### src/rtl/fpct_pkg.sv
// Package: shared widths and the lane class type for the class tester.
// Assumes a 7-bit class mask. Bit indices below are the behavioural map
// from (class, sign) to mask position.
package fpct_pkg;

    localparam int MASK_W = 7;

    // Mask bit positions, tied to behaviour (sign-qualified pairs).
    localparam int MB_SUB_NEG  = 0;
    localparam int MB_SUB_POS  = 1;
    localparam int MB_ZERO_NEG = 2;
    localparam int MB_ZERO_POS = 3;
    localparam int MB_INF_NEG  = 4;
    localparam int MB_INF_POS  = 5;
    localparam int MB_NAN      = 6;

    typedef logic [MASK_W-1:0] cls_mask_t;

    typedef enum logic [2:0] {
        CLS_NORMAL  = 3'd0,
        CLS_SUBNORM = 3'd1,
        CLS_ZERO    = 3'd2,
        CLS_INF     = 3'd3,
        CLS_NAN     = 3'd4
    } fp_cls_e;

endpackage

### src/rtl/fpct_mask_extract.sv
// Module: fpct_mask_extract
// Gathers the scattered class-mask bits out of an instruction word.
// Assumes the low field is contiguous and the two upper bits are
// single positions. All positions are parameters.
module fpct_mask_extract
    import fpct_pkg::*;
#(
    parameter int INSN_W   = 32,
    parameter int LO_POS   = 16,
    parameter int LO_W     = 5,
    parameter int B5_POS   = 2,
    parameter int B6_POS   = 6
) (
    input  logic [INSN_W-1:0] insn,
    output cls_mask_t         mask
);

    localparam int LO_TOP = LO_POS + LO_W - 1;

    // Route each instruction bit to its mask slot.
    always_comb begin
        mask             = '0;
        mask[LO_W-1:0]   = insn[LO_TOP:LO_POS];
        mask[MB_INF_POS] = insn[B5_POS];
        mask[MB_NAN]     = insn[B6_POS];
    end

endmodule

### src/rtl/fpct_lane_classify.sv
// Module: fpct_lane_classify
// Sorts one IEEE-754 value of a given exponent/fraction width into
// NaN, infinity, zero, subnormal or normal, and reports its sign.
// Assumes the layout sign | exponent | fraction, MSB first.
module fpct_lane_classify
    import fpct_pkg::*;
#(
    parameter int EXP_W  = 11,
    parameter int FRAC_W = 52
) (
    input  logic [EXP_W+FRAC_W:0] lane,
    output fp_cls_e               cls,
    output logic                  neg
);

    localparam int LANE_W = EXP_W + FRAC_W + 1;

    logic [EXP_W-1:0]  exp_f;
    logic [FRAC_W-1:0] frac_f;
    logic              exp_max;
    logic              exp_min;
    logic              frac_nz;

    // Split the lane into its fields.
    always_comb begin
        neg    = lane[LANE_W-1];
        exp_f  = lane[LANE_W-2:FRAC_W];
        frac_f = lane[FRAC_W-1:0];
    end

    // Field predicates.
    always_comb begin
        exp_max = &exp_f;
        exp_min = ~|exp_f;
        frac_nz = |frac_f;
    end

    // Class selection; the field tests are mutually exclusive.
    always_comb begin
        if (exp_max && frac_nz)       cls = CLS_NAN;
        else if (exp_max)             cls = CLS_INF;
        else if (exp_min && !frac_nz) cls = CLS_ZERO;
        else if (exp_min)             cls = CLS_SUBNORM;
        else                          cls = CLS_NORMAL;
    end

endmodule

### src/rtl/fpct_lane_match.sv
// Module: fpct_lane_match
// Looks up one lane's class and sign in the class mask and drives a
// saturated result as wide as the lane.
// Assumes the mask positions from fpct_pkg.
module fpct_lane_match
    import fpct_pkg::*;
#(
    parameter int LANE_W = 64
) (
    input  fp_cls_e           cls,
    input  logic              neg,
    input  cls_mask_t         mask,
    output logic [LANE_W-1:0] res
);

    logic hit;

    // Pick the mask bit that this class and sign select.
    always_comb begin
        unique case (cls)
            CLS_NAN:     hit = mask[MB_NAN];
            CLS_INF:     hit = neg ? mask[MB_INF_NEG]  : mask[MB_INF_POS];
            CLS_ZERO:    hit = neg ? mask[MB_ZERO_NEG] : mask[MB_ZERO_POS];
            CLS_SUBNORM: hit = neg ? mask[MB_SUB_NEG]  : mask[MB_SUB_POS];
            default:     hit = 1'b0;
        endcase
    end

    // Saturate the flag over the lane.
    always_comb res = {LANE_W{hit}};

endmodule

### src/rtl/fp_class_tester.sv
// Module: fp_class_tester (top)
// Tests a vector of double or single values against a class mask drawn
// from an instruction word, one saturated flag per lane, registered
// once. Both lane splits are evaluated in parallel and the mode picks one.
// Assumes VEC_W is a multiple of both lane widths.
module fp_class_tester
    import fpct_pkg::*;
#(
    parameter int VEC_W     = 128,
    parameter int INSN_W    = 32,
    parameter int DP_EXP_W  = 11,
    parameter int DP_FRAC_W = 52,
    parameter int SP_EXP_W  = 8,
    parameter int SP_FRAC_W = 23
) (
    input  logic              clk,
    input  logic              rst_n,
    input  logic              in_valid,
    input  logic              in_dp,
    input  logic [INSN_W-1:0] in_insn,
    input  logic [VEC_W-1:0]  in_vec,
    output logic              out_valid,
    output logic [VEC_W-1:0]  out_vec
);

    localparam int DP_W     = DP_EXP_W + DP_FRAC_W + 1;
    localparam int SP_W     = SP_EXP_W + SP_FRAC_W + 1;
    localparam int DP_LANES = VEC_W / DP_W;
    localparam int SP_LANES = VEC_W / SP_W;

    cls_mask_t          mask;
    logic [VEC_W-1:0]   dp_res;
    logic [VEC_W-1:0]   sp_res;
    logic [VEC_W-1:0]   sel_res;

    fpct_mask_extract #(
        .INSN_W (INSN_W),
        .LO_POS (16),
        .LO_W   (5),
        .B5_POS (2),
        .B6_POS (6)
    ) u_mask (
        .insn (in_insn),
        .mask (mask)
    );

    // Double-width lanes.
    for (genvar g = 0; g < DP_LANES; g++) begin : g_dp
        fp_cls_e cls;
        logic    neg;

        fpct_lane_classify #(
            .EXP_W  (DP_EXP_W),
            .FRAC_W (DP_FRAC_W)
        ) u_cls (
            .lane (in_vec[g*DP_W +: DP_W]),
            .cls  (cls),
            .neg  (neg)
        );

        fpct_lane_match #(
            .LANE_W (DP_W)
        ) u_match (
            .cls  (cls),
            .neg  (neg),
            .mask (mask),
            .res  (dp_res[g*DP_W +: DP_W])
        );
    end

    // Single-width lanes.
    for (genvar g = 0; g < SP_LANES; g++) begin : g_sp
        fp_cls_e cls;
        logic    neg;

        fpct_lane_classify #(
            .EXP_W  (SP_EXP_W),
            .FRAC_W (SP_FRAC_W)
        ) u_cls (
            .lane (in_vec[g*SP_W +: SP_W]),
            .cls  (cls),
            .neg  (neg)
        );

        fpct_lane_match #(
            .LANE_W (SP_W)
        ) u_match (
            .cls  (cls),
            .neg  (neg),
            .mask (mask),
            .res  (sp_res[g*SP_W +: SP_W])
        );
    end

    // Choose the lane split that the mode asks for.
    always_comb sel_res = in_dp ? dp_res : sp_res;

    // Output stage: clear on reset, load on valid, else hold data.
    always_ff @(posedge clk) begin
        if (!rst_n) begin
            out_valid <= 1'b0;
            out_vec   <= '0;
        end else begin
            out_valid <= in_valid;
            if (in_valid) out_vec <= sel_res;
        end
    end

endmodule

### config.mk
export PLATFORM = sky130hd
export DESIGN_NAME = fp_class_tester
export DESIGN_NICKNAME = d
export VERILOG_FILES = /design/src/rtl/fpct_pkg.sv /design/src/rtl/fpct_mask_extract.sv /design/src/rtl/fpct_lane_classify.sv /design/src/rtl/fpct_lane_match.sv /design/src/rtl/fp_class_tester.sv
export SDC_FILE = /design/constraint.sdc
export NUM_CORES = 1
export LEC_CHECK = 0
export CAP_MARGIN = 20
export CORE_AREA = 2 2 126 128
export DETAILED_ROUTE_END_ITERATION = 6
export DIE_AREA = 0 0 128 130
export DONT_BUFFER_PORTS = 1
export MAX_ROUTING_LAYER = met4
export PLACE_DENSITY_LB_ADDON = 0.08
export SLEW_MARGIN = 20
export SYNTH_ARGS = -nofsm -noshare
export SYNTH_HDL_FRONTEND = slang
export SYNTH_HIERARCHICAL = 1
export SYNTH_SLANG_ARGS = --single-unit
### constraint.sdc
create_clock -name clk -period 4.33 [get_ports clk]
set_input_delay 0.866 -clock clk [delete_from_list [all_inputs] [get_ports clk]]
set_output_delay 0.866 -clock clk [all_outputs]
set_load 0.01 [all_outputs]
==> Flow_metrics.wiki, run 1 <==
{| class="wikitable"
! Metric !! Value
|-
| Share of final-layout standard cells stronger than drive strength 1 || 9.10%
|-
| Worst hold margin || 540 ps
|-
| Area share of the largest cell type after synthesis || 28.7%
|-
| Fillers || 1471
|-
| Delay of the slowest cell on the worst path || 560 ps
|-
| Starting DRT DRC Count || 343
|-
| Data required, critical path || 4620 ps
|-
| Clock-pin slew on the worst setup and hold paths || 60 ps
|-
| GRT overflow || 0
|-
| Highest clock frequency the design can meet || 305 MHz
|-
| Setup slack after layout || 1050 ps
|-
| Clock buffer count from CTS || 17
|-
| Cell variety after synth || 27
|-
| Most frequent cells after synthesis || buf_4 (270), mux2i_1 (146), o21ai_0 (133)
|-
| Kind of end point of the critical path || flip-flop
|-
| Normalized max-slew margin || 61.6%
|-
| Slowest cell on the critical path || a311o_2
|-
| Pre-Repair DR Iteration Count || 5
|-
| First-pass GRT wire length || 28000 um
|-
| I/O Buffers || 0
|-
| Count of cells resized by post-cts repair || 0
|-
| Clock tree from TritonCTS || yes
|-
| Sequential cell area fraction in the yosys report || 28.7%
|-
| Total negative slack || 0 ps
|-
| Row cnt || 46
|-
| Total area of sequential cells || 2580 sq um
|-
| Pin count of the biggest net entering global routing || 258
|-
| Most area-consuming cells after synthesis || dfxtp_1 (29%), buf_4 (23%), mux2i_1 (16%), o21ai_0 (7.4%), a21oi_1 (7.1%)
|-
| Warnings from Yosys || 6
|-
| Number of H-tree levels || 4
|-
| HPWL Detailed || 11300 um
|-
| WP data arrival || 3570 ps
|-
| Share of async-settable or async-resettable flops after synthesis || 0%
|-
| Buffer type at the clock tree root || clkbuf_16
|-
| Series of cell instances along the critical path || nor4_1 -> nand4_1 -> nor4_2 -> mux2i_1 -> nand4bb_1 -> o21ai_0 -> a311o_2 -> buf_12 -> mux2i_1 -> a21oi_1
|-
| Unrepaired setup endpoints after global routing || false
|-
| Horizontal extent of the die || 128 um
|-
| Die Y-Extent || 130 um
|-
| Top-count cell post-synth || buf_4
|-
| Portion of the clock cycle consumed by the worst path in the final layout || 75.8%
|-
| Core region area || 15400 sq um
|-
| Boundary Pins || 293
|-
| Worst vdd rail ir drop || 0.275 mV
|-
| Max Slew Vio Count || 0
|-
| Die outline area || 16600 sq um
|-
| Post-synthesis instance total || 1023
|-
| Outcome || finished, final reports clean
|-
| HP Class || in2reg
|-
| Final setup violation count || 0
|-
| Wire length per cell after detailed routing || 19.6 um
|-
| Worst skew pair latency || 410 ps
|-
| Cell Pwr Density || 391 nW/um^2
|-
| Most frequent cell on the critical path || mux2i_1
|-
| Antenna viol nets, final || 0
|-
| Slew at the pin closest to its max-slew limit || 577 ps
|-
| Setup fix buffers added after clock tree synthesis || 0
|-
| Place WS || 620 ps
|-
| Combined area of the multi-input logic cells || 3930 sq um
|-
| Number of violations of the max-capacitance limit || 0
|-
| Startpoint kind of the worst setup timing path || input pin
|-
| Antenna cells || 0
|-
| R2R Setup Slk || 3600 ps
|-
| Final hold viol count || 0
|-
| Number of enable flip-flop cells after synthesis || 0
|-
| Growth of design area from synthesis to finish || -17.3%
|-
| Register bit total from synthesis || 129
|-
| Number of sinks driven by the clock tree || 129
|-
| Clock period minus worst slack || 3280 ps
|-
| Cell taking the most area after synthesis || dfxtp_1
|-
| Synthesized netlist net count || 1187
|-
| Leakage power figure || 0.00262 uW
|-
| Total via count in the routed design || 5797
|-
| Drc violations || 0
|-
| Clock skew after layout || 0 ps
|-
| CP max FO || 42
|-
| Number of hold-repair buffers added at the cts stage || 0
|-
| Total wire length after detailed routing || 18200 um
|-
| Via count of the first global-routing pass || 5431
|-
| Most frequently used flop master after synthesis || dfxtp_1
|-
| Maximum root-to-sink buffer count || 2
|-
| Total routing usage reported by global routing || 21.6%
|-
| Avg Cell Area, Syn || 8.79 sq um
|-
| Critical path class || in2reg
|-
| Antenna violations before repair || 0
|-
| Post-Synthesis Cell Area || 8990 sq um
|-
| Net total in the final layout || 887
|-
| Via density per instance || 6.25
|-
| Initial cell density of the core || 58.3%
|-
| Weighted congestion reported at the end of routability-driven placement || 0.957
|}
metal layers:
metal	GRT usage [%]	wire (um)
met1	27.2	7810
met2	31.9	8300
met3	7.59	1750
met4	8.08	330
met5	-	0
cells by family (layout without fill, tap and decap cells):
| logic type | Yosys count | after routing | synth area share, % |
|---|---|---|---|
| mux | 152 | 152 | 17.3 |
| buf+inv | 325 | 38 | 27.6 |
| simple gates | 143 | 143 | 10.7 |
| compound gates | 274 | 274 | 15.8 |
| flops | 129 | 129 | 28.7 |
sequential cells by signal, summed over array words and instances (netlist names):
signal	flops
out_valid	1
out_vec	128
worst paths after layout:
| kind | endpoint | cells past startpoint | start |
|---|---|---|---|
| max | out_vec[49]$_SDFFE_PN0P_ | 10 | in_vec[1] |
| min | out_vec[44]$_SDFFE_PN0P_ | 1 | in_valid |
| max reg2reg | out_vec[110]$_SDFFE_PN0P_ | 2 | out_vec[110]$_SDFFE_PN0P_ |
| min reg2reg | out_vec[17]$_SDFFE_PN0P_ | 2 | out_vec[17]$_SDFFE_PN0P_ |
through the flow:
step / power, uW / cell area (sq um) / util, % / instances
final: 2910 / 7440 / 48.2 / 928
after global routing: 3020 / 7440 / 48.2 / 928
after CTS: 2940 / 7440 / 48.2 / 928
after detailed placement: 1460 / 6830 / 44.2 / 896
after global placement: 1460 / 6810 / 44.1 / 895
after floorplan: 1550 / 8990 / - / 1023
power by group:
group / leakage (uW) / internal (uW) / switching (uW)
combinational: 0.00126 / 75.6 / 42.1
sequential: 0.00106 / 1250 / 69.4
clock: 0.000294 / 940 / 536
critical path: cells and delay by family:
kind	cells	cell delay [ps]
AND/OR/NAND/NOR	4	1120
multiplexers	2	580
AO/OA/AOI/OAI	3	720
buffers and inverters	1	260
layout make-up:
class / instances / area share, %
clock inverter: 11 / 2.02
sequential: 129 / 34.7
clock buffer: 21 / 6.19
timing repair buffer: 6 / 0.942
multi-input combinational: 569 / 52.9
tap: 192 / 3.23
cells in the final DEF (no fill, tap or decap), types with 8 or more instances in the layout:
master     instances
mux2i_1          146
o21ai_0          133
dfxtp_1          129
a21oi_1          128
nor4_1            52
nand4_1           22
clkbuf_16         17
nor2_1            14
nand2_1           10
nor4_2             8
Note: power is estimated with default switching activity, not from simulation.
==> run 2: changes to the inputs <==
--- a/config.mk
+++ b/config.mk
@@ -5,10 +5,11 @@
 export SDC_FILE = /design/constraint.sdc
 export NUM_CORES = 1
 export LEC_CHECK = 0
+export ABC_AREA = 1
 export CAP_MARGIN = 20
-export CORE_AREA = 2 2 126 128
+export CORE_AREA = 2 2 135 137
 export DETAILED_ROUTE_END_ITERATION = 6
-export DIE_AREA = 0 0 128 130
+export DIE_AREA = 0 0 137 139
 export DONT_BUFFER_PORTS = 1
 export MAX_ROUTING_LAYER = met4
 export PLACE_DENSITY_LB_ADDON = 0.08
==> constraint.sdc (replaced) <==
create_clock -name clk -period 3 [get_ports clk]
set_input_delay 0.6 -clock clk [delete_from_list [all_inputs] [get_ports clk]]
set_output_delay 0.6 -clock clk [all_outputs]
set_load 0.01 [all_outputs]
==> Flow_metrics.wiki, run 2 <==
{| class="wikitable"
! Metric !! Value
|-
| Outcome || finished, final reports clean
|-
| Hold Path Origin || rst_n
|-
| Series of cell instances along the critical path || nor2_1 -> nand2_1 -> nor2_1 -> nand2_1 -> nor2_1 -> nand2_1 -> nand2_2 -> nand2_1 -> nor2_1 -> nand2_1 -> nor2_1 -> nand2_1 -> nand2_1 -> inv_1 -> nand2_2 -> buf_12 -> nand2_1 -> nand2_1 -> nor2_1 -> nor2_1
|-
| Avg Cell Area, Syn || 5.68 sq um (-35%)
|-
| Pin count of the biggest net entering global routing || 258 (unchanged)
|-
| Slew at the pin closest to its max-slew limit || 354 ps (-222 ps)
|-
| Most frequent cells after synthesis || nor2_1 (556), nand2_1 (425), buf_4 (272)
|-
| Met2 GRT Util || 33.0% (+1.1 points)
|-
| HPWL Detailed || 12100 um (+7.3%)
|-
| Worst vdd rail ir drop || 0.424 mV (+54%)
|-
| Most frequently used flop master after synthesis || dfxtp_1
|-
| Cell taking the most area after synthesis || dfxtp_1
|-
| Wire length per cell after detailed routing || 11.5 um (-41%)
|-
| HP Class || in2reg
|-
| Setup fix buffers added after clock tree synthesis || 0 (unchanged)
|-
| Depth of the critical timing path with buffers and inverters included || 20 (+10)
|-
| First-pass GRT wire length || 33500 um (+19%)
|-
| Count of cells resized by post-cts repair || 0 (unchanged)
|-
| Total via count in the routed design || 8172 (+41%)
|-
| Share of the core filled with cells in the final layout || 51.4% (+3.2 points)
|-
| Clock tree from TritonCTS || yes
|-
| Combined area of the multi-input logic cells || 4810 sq um (+22%)
|-
| Number of cell instances on the worst register-to-register path || 2 (unchanged)
|-
| Via density per instance || 4.62 (-26%)
|-
| Sequential cell area fraction in the yosys report || 24.7% (-4.0 points)
|-
| Final hold viol count || 0 (unchanged)
|-
| I/O Buffers || 0 (unchanged)
|-
| Fillers || 1855 (+26%)
|-
| Total area of sequential cells || 2580 sq um (unchanged)
|-
| Clock buffer count from CTS || 17 (unchanged)
|-
| Clock skew after layout || 0 ps (unchanged)
|-
| Critical path startpoint || in_vec[37]
|-
| Critical path class || in2reg
|-
| Startpoint kind of the worst setup timing path || input pin
|-
| Post-Synthesis Cell Area || 10500 sq um (+16%)
|-
| Number of standard cells in the layout, taps in and fillers out || 1768 (+91%)
|-
| Highest-count cells in the layout ignoring fill and taps || nor2_1 (556), nand2_1 (423), inv_1 (181)
|-
| Data required, critical path || 3340 ps (-1280 ps)
|-
| Growth of design area from synthesis to finish || -13.2%
|-
| WP data arrival || 2470 ps (-1100 ps)
|-
| Area share of the largest cell type after synthesis || 24.7% (-4.0 points)
|-
| Flip-flop count of the largest register, all copies and words added || 128 (unchanged)
|-
| Worst skew pair latency || 410 ps (about the same)
|-
| Delay of the slowest cell on the worst path || 280 ps (-280 ps)
|-
| Kind of end point of the critical path || flip-flop
|-
| Register bit total from synthesis || 129 (unchanged)
|-
| Cell count after placement || 1736 (+94%)
|-
| Starting DRT DRC Count || 505 (+47%)
|-
| Global routing's busiest layer || met2
|-
| Unrepaired setup endpoints after global routing || false
|-
| Met3 track demand over resource in global routing || 6.94% (-0.64 points)
|-
| Warnings from Yosys || 6 (unchanged)
|-
| Die Y-Extent || 139 um (+6.9%)
|-
| Number of H-tree levels || 4 (unchanged)
|-
| Number of violations of the max-capacitance limit || 0 (unchanged)
|-
| Largest reg by FF count || out_vec
|-
| R2R Setup Slk || 2280 ps (-1320 ps)
|-
| Top-count cell post-synth || nor2_1
|-
| Maximum root-to-sink buffer count || 2 (unchanged)
|-
| Total negative slack || 0 ps (unchanged)
|-
| Buffer type at the clock tree root || clkbuf_16
|-
| Antenna cells || 0 (unchanged)
|-
| Pre-Repair DR Iteration Count || 4 (-1)
|-
| Initial cell density of the core || 59.2% (+0.91 points)
|-
| Overall power of the completed layout || 4340 uW (+49%)
|-
| Most area-consuming cells after synthesis || dfxtp_1 (25%), nor2_1 (20%), buf_4 (20%), nand2_1 (15%), inv_1 (6.5%)
|-
| Core region area || 17700 sq um (+14%)
|-
| Total routing usage reported by global routing || 21.7% (+0.13 points)
|-
| Horizontal extent of the die || 137 um (+7.0%)
|-
| Final setup violation count || 0 (unchanged)
|-
| Cell variety after synth || 21 (-22%)
|-
| Net total in the final layout || 1690 (+91%)
|-
| Portion of the clock cycle consumed by the worst path in the final layout || 70.9%
|-
| Share of final-layout standard cells stronger than drive strength 1 || 5.13% (-4.0 points)
|-
| CP max FO || 58 (+38%)
|-
| Cell Pwr Density || 478 nW/um^2 (+22%)
|-
| Count of buffer and inverter cells on the critical path || 2 (+1)
|-
| Total wire length after detailed routing || 20300 um (+12%)
|-
| Slowest cell on the critical path || buf_12
|-
| Number of enable flip-flop cells after synthesis || 0 (unchanged)
|-
| Category of cells accounting for the largest share of critical-path delay || simple AND/OR/NAND/NOR gates
|-
| Post-synthesis instance total || 1840 (+80%)
|-
| Source of the worst register-to-register timing path || out_vec[84]$_SDFFE_PN0P_
|-
| Number of sinks driven by the clock tree || 129 (unchanged)
|-
| Weighted congestion reported at the end of routability-driven placement || 0.786 (-18%)
|-
| Most common library cell in the layout ignoring fill and taps || nor2_1
|-
| Global routing usage on met1 || 27.7% (+0.54 points)
|-
| Share of async-settable or async-resettable flops after synthesis || 0% (unchanged)
|-
| Number of hold-repair buffers added at the cts stage || 0 (unchanged)
|-
| Drc violations || 0 (unchanged)
|-
| Row cnt || 49 (+6.5%)
|-
| Highest clock frequency the design can meet || 470 MHz
|-
| Max Slew Vio Count || 0 (unchanged)
|-
| Synthesized netlist net count || 2004 (+69%)
|-
| Most frequent cell on the critical path || nand2_1
|-
| Antenna violations before repair || 0 (unchanged)
|-
| Clock period minus worst slack || 2130 ps
|-
| Antenna viol nets, final || 0 (unchanged)
|-
| Worst hold margin || 301 ps (-239 ps)
|-
| Hold-critical path depth || 2 (+1)
|-
| Die outline area || 19000 sq um (+14%)
|-
| Largest registers || out_vec (128), out_valid (1)
|-
| Normalized max-slew margin || 76.4% (+15 points)
|-
| Clock-pin slew on the worst setup and hold paths || 60 ps (about the same)
|-
| Boundary Pins || 293 (unchanged)
|-
| GRT overflow || 0 (unchanged)
|-
| Via count of the first global-routing pass || 7059 (+30%)
|-
| Leakage power figure || 0.00390 uW (+49%)
|}
run 2: final timing paths:
| check | to |
|---|---|
| worst min-delay path | out_valid$_SDFF_PN0_ |
| worst max-delay path | out_vec[17]$_SDFFE_PN0P_ |
| worst min register to register | out_vec[80]$_SDFFE_PN0P_ |
| worst max register to register | out_vec[84]$_SDFFE_PN0P_ |
run 2: final cells by class:
| type | count | area share (%) |
|---|---|---|
| Clock buffer | 19 | 4.88 |
| Clock inverter | 13 | 1.92 |
| Inverter | 187 | 7.74 |
| Multi-Input combinational cell | 1185 | 53.1 |
| Sequential cell | 129 | 28.5 |
| Tap cell | 229 | 3.16 |
| Timing Repair Buffer | 6 | 0.772 |
run 2: report_power, final:
| part | leakage (uW) | internal [uW] | switching, uW |
|---|---|---|---|
| clock network | 0.000297 | 1350 | 824 |
| logic | 0.00254 | 125 | 139 |
| registers | 0.00106 | 1800 | 98.9 |
run 2: per-stage QoR:
step | setup slack, ps | instance area (sq um)
floorplan | 331 | 10500
global placement | 490 | 8450
detailed placement | 432 | 8450
CTS | 858 | 9070
global route | 470 | 9070
finish | 874 | 9070
run 2: per-layer routing:
metal	part of all wire (%)	wire length, um
met1	47	9470
met2	44	8970
met3	7.7	1570
met4	1.5	300
met5	0	0
run 2: cells by family (layout without fill, tap and decap cells):
kind of cell	Yosys count	after routing	share of synthesized area (%)
AOI/OAI and AO/OA	130	130	6.23
buffers and inverters	526	225	29.3
DFF	129	129	24.7
and+or+nand+nor	1055	1055	39.8
==> run 3: changes to the inputs <==
--- a/config.mk
+++ b/config.mk
@@ -5,11 +5,11 @@
 export SDC_FILE = /design/constraint.sdc
 export NUM_CORES = 1
 export LEC_CHECK = 0
-export ABC_AREA = 1
+export ABC_AREA = 0
 export CAP_MARGIN = 20
-export CORE_AREA = 2 2 135 137
+export CORE_AREA = 2 2 126 128
 export DETAILED_ROUTE_END_ITERATION = 6
-export DIE_AREA = 0 0 137 139
+export DIE_AREA = 0 0 128 130
 export DONT_BUFFER_PORTS = 1
 export MAX_ROUTING_LAYER = met4
 export PLACE_DENSITY_LB_ADDON = 0.08
==> constraint.sdc (replaced) <==
create_clock -name clk -period 1.87 [get_ports clk]
set_input_delay 0.374 -clock clk [delete_from_list [all_inputs] [get_ports clk]]
set_output_delay 0.374 -clock clk [all_outputs]
set_load 0.01 [all_outputs]
==> Flow_metrics.wiki, run 3 (synthesis results as in run 1) <==
{| class="wikitable"
! Metric !! Value
|-
| Clock period minus worst slack || 2330 ps
|-
| Starting DRT DRC Count || 335 (-34%)
|-
| Clock skew after layout || 0 ps (unchanged)
|-
| Total negative slack || -49790 ps (-49790 ps)
|-
| Pin count of the biggest net entering global routing || 258 (unchanged)
|-
| Flip-flop count of the largest register, all copies and words added || 128 (unchanged)
|-
| Leakage power figure || 0.00291 uW (-25%)
|-
| Unrepaired setup endpoints after global routing || true
|-
| Fillers || 1375 (-26%)
|-
| Highest clock frequency the design can meet || 429 MHz
|-
| GRT overflow || 0 (unchanged)
|-
| Normalized max-slew margin || 61.3% (-15 points)
|-
| Final setup violation count || 128 (+128)
|-
| Setup slack after layout || -463 ps (-1340 ps)
|-
| Worst vdd rail ir drop || 0.650 mV (+53%)
|-
| Max Slew Vio Count || 0 (unchanged)
|-
| Sink of the worst hold path || out_vec[20]$_SDFFE_PN0P_
|-
| Outcome || finished with violations
|-
| Post-route design area || 8170 sq um (-9.9%)
|-
| Met2 wire length || 9380 um (+4.6%)
|-
| Clock-pin slew on the worst setup and hold paths || 60 ps (about the same)
|-
| Row cnt || 46 (-6.1%)
|-
| Largest registers || out_vec (128), out_valid (1)
|-
| Number of sinks driven by the clock tree || 129 (unchanged)
|-
| Total via count in the routed design || 5999 (-27%)
|-
| Maximum root-to-sink buffer count || 2 (unchanged)
|-
| Final hold viol count || 0 (unchanged)
|-
| Critical path class || in2reg
|-
| Clock tree from TritonCTS || yes
|-
| Total wire length after detailed routing || 19700 um (-3.1%)
|-
| Number of hold-repair buffers added at the cts stage || 0 (unchanged)
|-
| Die Y-Extent || 130 um (-6.5%)
|-
| Cell Pwr Density || 849 nW/um^2 (+78%)
|-
| Hold Path Origin || rst_n
|-
| Violations in the final reports || setup timing
|-
| Wire length per cell after detailed routing || 20.5 um (+78%)
|-
| Total area of sequential cells || 2580 sq um (unchanged)
|-
| Combined area of the multi-input logic cells || 4170 sq um (-13%)
|-
| Highest-count cells in the layout ignoring fill and taps || mux2i_1 (140), o21ai_0 (131), dfxtp_1 (129)
|-
| R2R Setup Slk || 1090 ps (-1190 ps)
|-
| Antenna violations before repair || 0 (unchanged)
|-
| Area after detailed placement || 7110 sq um (-16%)
|-
| HP Class || in2reg
|-
| Startpoint kind of the worst setup timing path || input pin
|-
| HPWL Detailed || 11000 um (-9.0%)
|-
| Antenna cells || 0 (unchanged)
|-
| Horizontal extent of the die || 128 um (-6.6%)
|-
| Kind of end point of the critical path || flip-flop
|-
| I/O Buffers || 0 (unchanged)
|-
| Clock buffer count from CTS || 17 (unchanged)
|-
| Core region area || 15400 sq um (-13%)
|-
| Place WS || -906 ps (-1340 ps)
|-
| Met3 WL post-DR || 1600 um (+2.0%)
|-
| Sum of routed wire segments on met1 || 8440 um (-11%)
|-
| Weighted congestion reported at the end of routability-driven placement || 0.770 (-2.1%)
|-
| Boundary Pins || 293 (unchanged)
|-
| CP max FO || 8 (-86%)
|-
| First-pass GRT wire length || 29500 um (-12%)
|-
| Hold-critical path depth || 2 (unchanged)
|-
| Data required, critical path || 2140 ps (-1200 ps)
|-
| Largest reg by FF count || out_vec
|-
| Via density per instance || 6.24 (+35%)
|-
| Crit Reg-Reg Endpoint || out_vec[62]$_SDFFE_PN0P_
|-
| Pre-Repair DR Iteration Count || 4 (unchanged)
|-
| Total routing usage reported by global routing || 22.8% (+1.1 points)
|-
| Drc violations || 0 (unchanged)
|-
| Buffer type at the clock tree root || clkbuf_16
|-
| Number of violations of the max-capacitance limit || 0 (unchanged)
|-
| Slew at the pin closest to its max-slew limit || 580 ps (+226 ps)
|-
| Growth of design area from synthesis to finish || -9.09%
|-
| Worst skew pair latency || 410 ps (about the same)
|-
| Number of H-tree levels || 4 (unchanged)
|-
| Initial cell density of the core || 58.3% (-0.91 points)
|-
| Number of cell instances on the worst register-to-register path || 2 (unchanged)
|-
| Source of the worst register-to-register timing path || out_vec[62]$_SDFFE_PN0P_
|-
| Overall power of the completed layout || 6940 uW (+60%)
|-
| Via count of the first global-routing pass || 5713 (-19%)
|-
| Top routing layer in use || met4
|-
| Die outline area || 16600 sq um (-13%)
|-
| WP data arrival || 2600 ps (+130 ps)
|-
| Portion of the clock cycle consumed by the worst path in the final layout || 125%
|-
| Share of final-layout standard cells stronger than drive strength 1 || 16.0% (+11 points)
|-
| Net total in the final layout || 921 (-46%)
|-
| Most common library cell in the layout ignoring fill and taps || mux2i_1
|-
| Antenna viol nets, final || 0 (unchanged)
|}
-- run 3: changes by cell type in the layout (fill, tap and decap cells not counted), sizes merged, moves of 28 or more --
cell	change
nor4	+58
nand2	-417
inv	-191
nor2	-564
buf	+28
mux2i	+146
a21oi	+126
-- run 3: worst max-delay path by stage --
| stage | from | endpoint | slack, ps | cells after the start |
|---|---|---|---|---|
| after floorplan | in_vec[46] | out_vec[36]$_SDFFE_PN0P_ | -1010 | 10 |
| after global placement | in_vec[91] | out_vec[67]$_SDFFE_PN0P_ | -810 | 11 |
| after detailed placement | in_vec[91] | out_vec[115]$_SDFFE_PN0P_ | -910 | 11 |
| after CTS | in_vec[102] | out_vec[122]$_SDFFE_PN0P_ | -380 | 11 |
| after global routing | in_vec[28] | out_vec[11]$_SDFFE_PN0P_ | -590 | 11 |
| final | in_vec[1] | out_vec[30]$_SDFFE_PN0P_ | -460 | 10 |
-- run 3: cell type report --
type / instances / area share [%]
clock inverter: 13 / 2.56
clock buffer: 18 / 5.25
timing repair buffer: 40 / 6.69
multi-input combinational: 569 / 51.0
tap: 192 / 2.94
sequential: 129 / 31.6
-- run 3: critical path, stage by stage --
cell       delay [ps]
nor4_4            260
nand4_1           180
nor4_4            290
mux2i_1           260
nand4bb_1         150
o21ai_1            70
a311o_2           440
bufbuf_16         310
mux2i_2           170
a21oi_1           100
-- run 3: stage by stage --
step / instances / utilization (%) / hold WS (ps)
6_report: 961 / 53.0 / 93.3
5_1_grt: 961 / 53.0 / 85.1
4_1_cts: 955 / 52.1 / 72.7
3_5_place_dp: 917 / 46.1 / 511
3_3_place_gp: 917 / 46.1 / 505
2_1_floorplan: 1023 / - / 523
-- run 3: timing repair --
action,CTS,global route
gates resized for setup,20,13
setup buffers,1,4
pin swaps,15,31
gates cloned,6,3
endpoints found under the setup margin,128,128
-- run 3: metal layers --
metal | vias up | global-route usage, %
met5 | - | -
met4 | 0 | 6.46
met3 | 18 | 8.53
met2 | 199 | 35.8
met1 | 2860 | 27.6
li1 | 2922 | -
-- run 3: where the power goes --
part	switching (uW)	internal, uW
Clock	1230	2360
Sequential	166	2890
Combinational	100	193
Total	1500	5440
